File: src/rtl/ebus_pkg.sv
package ebus_pkg;

  typedef enum logic [1:0] {
    CMD_FETCH = 2'b00,
    CMD_READ  = 2'b01,
    CMD_WRITE = 2'b10,
    CMD_RSVD  = 2'b11
  } bus_cmd_e;

  typedef enum logic [1:0] {
    ST_IDLE = 2'd0,
    ST_RUN  = 2'd1,
    ST_DONE = 2'd2
  } seq_state_e;

  // The reserved encoding behaves as a data read.
  function automatic bus_cmd_e norm_cmd(input logic [1:0] raw);
    bus_cmd_e c;
    c = bus_cmd_e'(raw);
    if (c == CMD_RSVD) c = CMD_READ;
    return c;
  endfunction

endpackage

File: src/rtl/ebus_timer.sv
module ebus_timer
  import ebus_pkg::*;
#(
  parameter int MC_PH     = 16,
  parameter int MIN_MC    = 2,
  parameter int STRETCH_W = 3,
  parameter int CNT_W     = 8
) (
  input  logic                 clk,
  input  logic                 rst_n,
  input  logic                 start,
  input  logic                 start_fetch,
  input  logic [STRETCH_W-1:0] start_stretch,
  output seq_state_e           state,
  output logic [CNT_W-1:0]     cnt,
  output logic [CNT_W-1:0]     total
);

  localparam logic [CNT_W-1:0] ONE     = CNT_W'(1);
  localparam logic [CNT_W-1:0] MC_LAST = CNT_W'(MC_PH - 1);

  logic [CNT_W-1:0] data_len;
  assign data_len = CNT_W'((int'(start_stretch) + MIN_MC) * MC_PH);

  always_ff @(posedge clk or negedge rst_n) begin
    if (!rst_n) begin
      state <= ST_IDLE;
      cnt   <= '0;
      total <= CNT_W'(MC_PH);
    end else begin
      unique case (state)
        ST_IDLE: begin
          if (start) begin
            state <= ST_RUN;
            cnt   <= '0;
            total <= start_fetch ? CNT_W'(MC_PH) : data_len;
          end
        end
        ST_RUN: begin
          if (cnt == total - ONE) begin
            state <= ST_DONE;
            cnt   <= '0;
          end else begin
            cnt <= cnt + ONE;
          end
        end
        ST_DONE: begin
          if (cnt == MC_LAST) begin
            state <= ST_IDLE;
            cnt   <= '0;
          end else begin
            cnt <= cnt + ONE;
          end
        end
        default: begin
          state <= ST_IDLE;
          cnt   <= '0;
        end
      endcase
    end
  end

endmodule

File: src/rtl/ebus_strobes.sv
module ebus_strobes
  import ebus_pkg::*;
#(
  parameter int MC_PH   = 16,
  parameter int ALE_PH  = 6,
  parameter int PSEN_PH = 9,
  parameter int TAIL_PH = 4,
  parameter int CNT_W   = 8
) (
  input  seq_state_e       state,
  input  logic [CNT_W-1:0] cnt,
  input  logic [CNT_W-1:0] total,
  input  bus_cmd_e         cmd,
  output logic             ale_act,
  output logic             psen_act,
  output logic             rd_act,
  output logic             wr_act,
  output logic             addr_phase,
  output logic             drive_en,
  output logic             sample
);

  localparam logic [CNT_W-1:0] ALE_END    = CNT_W'(ALE_PH);
  localparam logic [CNT_W-1:0] ADDR_LAST  = CNT_W'(ALE_PH);
  localparam logic [CNT_W-1:0] PSEN_START = CNT_W'(MC_PH - PSEN_PH);
  localparam logic [CNT_W-1:0] DATA_START = CNT_W'(MC_PH);
  localparam logic [CNT_W-1:0] MC_LAST    = CNT_W'(MC_PH - 1);
  localparam logic [CNT_W-1:0] TAIL       = CNT_W'(TAIL_PH);
  localparam logic [CNT_W-1:0] ONE        = CNT_W'(1);

  logic run, is_fetch, is_write, data_win;
  logic [CNT_W-1:0] data_end;

  assign run      = (state == ST_RUN);
  assign is_fetch = (cmd == CMD_FETCH);
  assign is_write = (cmd == CMD_WRITE);
  assign data_end = total - TAIL;
  assign data_win = run && !is_fetch && (cnt >= DATA_START) && (cnt < data_end);

  always_comb begin
    ale_act    = run && (cnt < ALE_END);
    addr_phase = run && (cnt <= ADDR_LAST);
    psen_act   = run && is_fetch && (cnt >= PSEN_START);
    rd_act     = data_win && !is_write;
    wr_act     = data_win && is_write;
    drive_en   = addr_phase || (run && is_write);
    if (is_fetch) sample = run && (cnt == MC_LAST);
    else          sample = run && !is_write && (cnt == data_end - ONE);
  end

endmodule

File: src/rtl/ebus_datapath.sv
module ebus_datapath
  import ebus_pkg::*;
#(
  parameter int DATA_W = 8,
  parameter int HI_W   = 8
) (
  input  logic              clk,
  input  logic              rst_n,
  input  logic              start,
  input  bus_cmd_e          start_cmd,
  input  logic [DATA_W-1:0] start_lo,
  input  logic [HI_W-1:0]   start_hi,
  input  logic              start_short,
  input  logic [HI_W-1:0]   start_latch,
  input  logic [DATA_W-1:0] start_wdata,
  input  logic              addr_phase,
  input  logic              sample,
  input  logic [DATA_W-1:0] bus_in,
  output bus_cmd_e          cmd_q,
  output logic [DATA_W-1:0] bus_out,
  output logic [HI_W-1:0]   hi_out,
  output logic [DATA_W-1:0] rdata
);

  logic [DATA_W-1:0] lo_q, wd_q;
  logic              use_latch;

  assign use_latch = start_short && (start_cmd != CMD_FETCH);

  always_ff @(posedge clk or negedge rst_n) begin
    if (!rst_n) begin
      cmd_q  <= CMD_FETCH;
      lo_q   <= '0;
      wd_q   <= '0;
      hi_out <= '1;
    end else if (start) begin
      cmd_q  <= start_cmd;
      lo_q   <= start_lo;
      wd_q   <= start_wdata;
      hi_out <= use_latch ? start_latch : start_hi;
    end
  end

  always_ff @(posedge clk or negedge rst_n) begin
    if (!rst_n)      rdata <= '0;
    else if (sample) rdata <= bus_in;
  end

  assign bus_out = addr_phase ? lo_q : wd_q;

endmodule

File: src/rtl/ebus_seq.sv
module ebus_seq
  import ebus_pkg::*;
#(
  parameter int PH_PER_OSC = 4,
  parameter int OSC_PER_MC = 4,
  parameter int ALE_PH     = 6,
  parameter int PSEN_PH    = 9,
  parameter int ADDR_W     = 16,
  parameter int DATA_W     = 8,
  parameter int STRETCH_W  = 3,
  parameter int MIN_MC     = 2
) (
  input  logic                 clk,
  input  logic                 rst_n,
  input  logic                 req_valid,
  output logic                 req_ready,
  input  logic [1:0]           req_cmd,
  input  logic [ADDR_W-1:0]    req_addr,
  input  logic                 req_short,
  input  logic [ADDR_W-DATA_W-1:0] req_hi_latch,
  input  logic [DATA_W-1:0]    req_wdata,
  input  logic [STRETCH_W-1:0] req_stretch,
  output logic                 ale,
  output logic                 psen_n,
  output logic                 rd_n,
  output logic                 wr_n,
  output logic [DATA_W-1:0]    p0_out,
  output logic                 p0_oe,
  input  logic [DATA_W-1:0]    p0_in,
  output logic [ADDR_W-DATA_W-1:0] p2_out,
  output logic [DATA_W-1:0]    rdata,
  output logic                 done
);

  localparam int MC_PH  = PH_PER_OSC * OSC_PER_MC;
  localparam int MAX_MC = MIN_MC + (1 << STRETCH_W) - 1;
  localparam int CNT_W  = $clog2(MAX_MC * MC_PH + 1);
  localparam int HI_W   = ADDR_W - DATA_W;

  seq_state_e       state;
  logic [CNT_W-1:0] cnt, total;
  bus_cmd_e         cmd_q, cmd_in;
  logic             start;
  logic             ale_act, psen_act, rd_act, wr_act, addr_phase, drive_en, sample;

  assign cmd_in    = norm_cmd(req_cmd);
  assign req_ready = (state == ST_IDLE);
  assign start     = req_valid && req_ready;

  ebus_timer #(
    .MC_PH(MC_PH), .MIN_MC(MIN_MC), .STRETCH_W(STRETCH_W), .CNT_W(CNT_W)
  ) u_timer (
    .clk(clk), .rst_n(rst_n), .start(start),
    .start_fetch(cmd_in == CMD_FETCH), .start_stretch(req_stretch),
    .state(state), .cnt(cnt), .total(total)
  );

  ebus_strobes #(
    .MC_PH(MC_PH), .ALE_PH(ALE_PH), .PSEN_PH(PSEN_PH),
    .TAIL_PH(PH_PER_OSC), .CNT_W(CNT_W)
  ) u_strobes (
    .state(state), .cnt(cnt), .total(total), .cmd(cmd_q),
    .ale_act(ale_act), .psen_act(psen_act), .rd_act(rd_act), .wr_act(wr_act),
    .addr_phase(addr_phase), .drive_en(drive_en), .sample(sample)
  );

  ebus_datapath #(
    .DATA_W(DATA_W), .HI_W(HI_W)
  ) u_data (
    .clk(clk), .rst_n(rst_n), .start(start), .start_cmd(cmd_in),
    .start_lo(req_addr[DATA_W-1:0]), .start_hi(req_addr[ADDR_W-1:DATA_W]),
    .start_short(req_short), .start_latch(req_hi_latch),
    .start_wdata(req_wdata), .addr_phase(addr_phase), .sample(sample),
    .bus_in(p0_in), .cmd_q(cmd_q), .bus_out(p0_out), .hi_out(p2_out),
    .rdata(rdata)
  );

  assign ale    = ale_act | ~rst_n;
  assign psen_n = ~psen_act;
  assign rd_n   = ~rd_act;
  assign wr_n   = ~wr_act;
  assign p0_oe  = drive_en;
  assign done   = (state == ST_DONE);

endmodule

File: config.mk
export PLATFORM = sky130hd
export DESIGN_NAME = ebus_seq
export DESIGN_NICKNAME = d
export VERILOG_FILES = /design/src/rtl/ebus_pkg.sv /design/src/rtl/ebus_timer.sv /design/src/rtl/ebus_strobes.sv /design/src/rtl/ebus_datapath.sv /design/src/rtl/ebus_seq.sv
export SDC_FILE = /design/constraint.sdc
export NUM_CORES = 1
export LEC_CHECK = 0
export BUFFER_PORTS_ARGS = -buffer_cell sky130_fd_sc_hd__buf_4
export CORE_ASPECT_RATIO = 1.1
export CORE_MARGIN = 2
export CORE_UTILIZATION = 30
export DETAILED_ROUTE_END_ITERATION = 10
export SLEW_MARGIN = 30
export SYNTH_ARGS = -nofsm -noshare
export SYNTH_HDL_FRONTEND = slang
export SYNTH_SLANG_ARGS = --single-unit
File: constraint.sdc
create_clock -name clk -period 6.6 [get_ports clk]
set_clock_uncertainty 0.1 [all_clocks]
set_input_delay 1.32 -clock clk [delete_from_list [all_inputs] [get_ports clk]]
set_output_delay 1.32 -clock clk [all_outputs]
set_load 0.01 [all_outputs]
==> results.py <==
metrics = {
    "logic_synthesis": {
        "synth.top_cells.by_area": "dfrtp_1 (39%), mux2_2 (15%), dfstp_2 (9.5%)",
        "ys_top_cells_by_count": "dfrtp_1 (39), mux2_2 (33), nand2_1 (26)",
        "synth_mux_area_share_pct": 19.2,
        "ys_seq_elements": 48,
        "ys.flop_type": "dfrtp_1",
        "synth_area_um2": 2490,
        "synth-simple-area-share_pct": 12.8,
        "synth_top_family_by_area": "multiplexers",
        "synth_seq_area_share_pct": 48.7,
        "ys_warn_count": 0,
        "synth_xor_xnor_area_share_pct": 0.704,
        "synth_compound_area_share_pct": 10.9,
        "ys_async_sr_fraction_pct": 100,
        "synth_top_area_share_pct": 39.2,
        "synth-edff-count": 0,
        "synth_nets": 278,
        "ys_types": 43,
        "yosysMostFrequentCell": "dfrtp_1",
        "synthCells": 218,
        "synth_fa_ha_area_share_pct": 5.53,
        "syn_avg_cell_area_um2": 11.4,
        "yosysTopAreaCell": "dfrtp_1",
    },
    "die": {
        "ios": 80,
        "die_area_um2": 9040,
        "die_h_um": 99.5,
        "start_util_pct": 31.1,
        "fp.coreArea_um2": 8000,
        "rows": 34,
        "die_w_um": 90.8,
    },
    "critical_path": {
        "critPathLaunchType": "flop",
        "arrival_ps": 2290,
        "crit_path_end": "rd_n",
        "required_ps": 5180,
        "path_class": "reg -> out",
        "r2r_end": "u_timer.cnt[3]",
        "path_max_fanout": 3,
        "rr_worst_depth": 9,
        "r2r_start": "u_timer.total[4]",
        "critPathCaptureType": "output port",
        "cp-startpoint": "u_timer.total[4]",
        "r2r_setup_slack_ps": 4090,
    },
    "timing": {
        "fmaxAchievable_ghz": 0.269,
        "hold_viol": 0,
        "worstMarginPinSlew_ps": 775,
        "setup_viol": 0,
        "rsz0062_at_grt": "false",
        "period_needed_ps": 3710,
        "tns_ps": 0,
        "min_period_over_period_pct": 56.2,
        "drv_slew": 0,
        "max-slew-margin-rel_pct": 48.4,
        "hold_slack_ps": 381,
    },
    "clock_tree": {
        "clock_path_buffers": 2,
        "cts_made_buffers": 5,
        "insertion_delay_ps": 290,
        "ctsHoldBuffers": 0,
        "numClockSinks": 48,
        "cts-htree-levels": 2,
        "path_clk_slew_ps": 90,
        "cts_tree": "yes",
        "cts_resized": 0,
        "cts_setup_buffers": 0,
        "ctsRootBufferMaster": "clkbuf_8",
    },
    "power_and_ir_drop": {
        "combPwrFrac_pct": 46.4,
        "p_seq_share_pct": 39.0,
        "p_per_area_nw_per_um2": 369,
        "internal_power_w": 0.000778,
        "power.share.switching_pct": 35.7,
        "p_switching_w": 0.000432,
        "p_clk_share_pct": 14.6,
        "p_leak_nw": 1.52,
        "irDropWorstVdd_mv": 0.156,
    },
    "route": {
        "drt_pre_antenna_iters": 4,
        "wire_per_inst_um": 13.4,
        "vias": 1916,
        "vias_per_cell": 4.71,
        "drc": 0,
        "drtAntennaViolNets": 0,
        "drt_iter0_markers": 39,
        "drt-total-wl_mm": 5.46,
    },
    "global_routing": {
        "grt_usage_pct": 12.6,
        "gr-total-overflow": 0,
        "grt_pass1_vias": 1988,
        "grt_max_degree": 50,
        "antenna_found_initial": 0,
        "grt_pass1_wl_mm": 9.16,
    },
    "placement": {
        "gp_congestion": 0.746,
        "port_buffers": 79,
        "dp_hpwl_mm": 4.23,
    },
    "run": {
        "max_cap_viol_count": 0,
    },
    "final_layout": {
        "n_antenna_cell": 0,
        "nNetsFinal": 358,
        "drive_gt1_share_pct": 46.5,
        "area_delta_synth_final_pct": 31.7,
        "nFillCells": 845,
    },
    "min_path": {
        "hold_path.class": "reg -> reg",
    },
    "outcome": {
        "status": "completed",
    },
}
==> final cells by class <==
class,count,area (um^2),share of cell area [%]
multi-input combinational,157,1220,37.3
sequential,48,1210,37.0
timing repair buffer,79,593,18.1
tap,108,135,4.12
clock buffer,6,72.6,2.21
inverter,7,26.3,0.802
clock inverter,2,16.3,0.496
==> layout by cell type, fill, tap and decap left out, drive strengths merged <==
cell type	netlist	routed
a21o	5	5
a21oi	9	9
a22o	2	2
a22oi	1	1
a31o	1	1
a31oi	1	1
and2	2	2
and2b	1	1
and3	2	2
and4	1	1
buf	4	79
clkbuf	2	6
clkinv	0	1
clkinvlp	0	1
dfrtp	39	39
dfstp	9	9
ha	11	11
inv	7	7
mux2	34	34
mux2i	9	9
nand2	27	27
nand2b	3	3
nand3	4	4
nand3b	1	1
nor2	8	8
nor2b	1	1
nor3	1	1
nor3b	1	1
nor4	2	2
nor4b	1	1
o21ai	20	20
o22ai	2	2
or2	1	1
or3	3	3
or4b	1	1
xnor2	2	2
==> worst max-delay path, cell delays in order (launching register included) <==
cell and delay, ps:
dfstp_2 560, nor3_1 60, xnor2_1 120, ha_1 180
or4b_1 510, a21oi_1 120, o21ai_1 80, or2_1 230
buf_4 140
==> flip-flops by register name, summed over array words and instances (netlist names) <==
register and count:
u_data.hi_out 8, u_data.lo_q 8, u_data.rdata 8, u_data.wd_q 8
u_timer.cnt 8, u_timer.total 4, u_data.cmd_q 2, u_timer.state 2
==> metal layers <==
layer | part of all wire [%] | GRT usage [%] | routed length [um] | vias up
met2 | 49 | 22.1 | 2700 | 51
met3 | 7.7 | 4.47 | 419 | 2
met5 | 0 | 0 | 0 | -
li1 | - | - | - | 931
met4 | 0.27 | 2.80 | 15 | 0
met1 | 43 | 14.9 | 2320 | 932
==> through the flow <==
step	setup slack, ps	utilization (%)	power (W)	cell area [um^2]	std cells
floorplan	3390	-	0.000825	2490	218
global placement	2940	39.9	0.00103	3190	399
detailed placement	2910	39.9	0.00105	3190	399
CTS	2850	41.0	0.00123	3280	407
global route	2690	41.0	0.00130	3280	407
finish	2890	41.0	0.00121	3280	407
==> worst min-delay path by stage <==
stage / startpoint / end / cells past startpoint
6_report: u_data.hi_out[3] / u_data.hi_out[3] / 2
5_1_grt: u_data.hi_out[2] / u_data.hi_out[2] / 2
4_1_cts: u_data.hi_out[7] / u_data.hi_out[7] / 2
3_5_place_dp: u_data.hi_out[1] / u_data.hi_out[1] / 2
3_3_place_gp: u_data.hi_out[2] / u_data.hi_out[2] / 2
2_1_floorplan: u_data.cmd_q[1] / u_data.cmd_q[1] / 2
==> power by group through the flow <==
stage	logic (W)	registers (W)	clock network (W)
finish	0.000562	0.000472	0.000177
global route	0.000620	0.000486	0.000196
CTS	0.000574	0.000472	0.000186
detailed placement	0.000572	0.000477	0
global placement	0.000561	0.000473	0
floorplan	0.000349	0.000476	0
==> cells by family after synthesis <==
logic type,count (synthesis)
buffers and inverters,13
adders and majority gates,11
DFF,48
xor gates and xnor gates,2
AOI/OAI and AO/OA,41
muxes,43
and+or+nand+nor,60
Note: power is estimated with default switching activity, not from simulation.
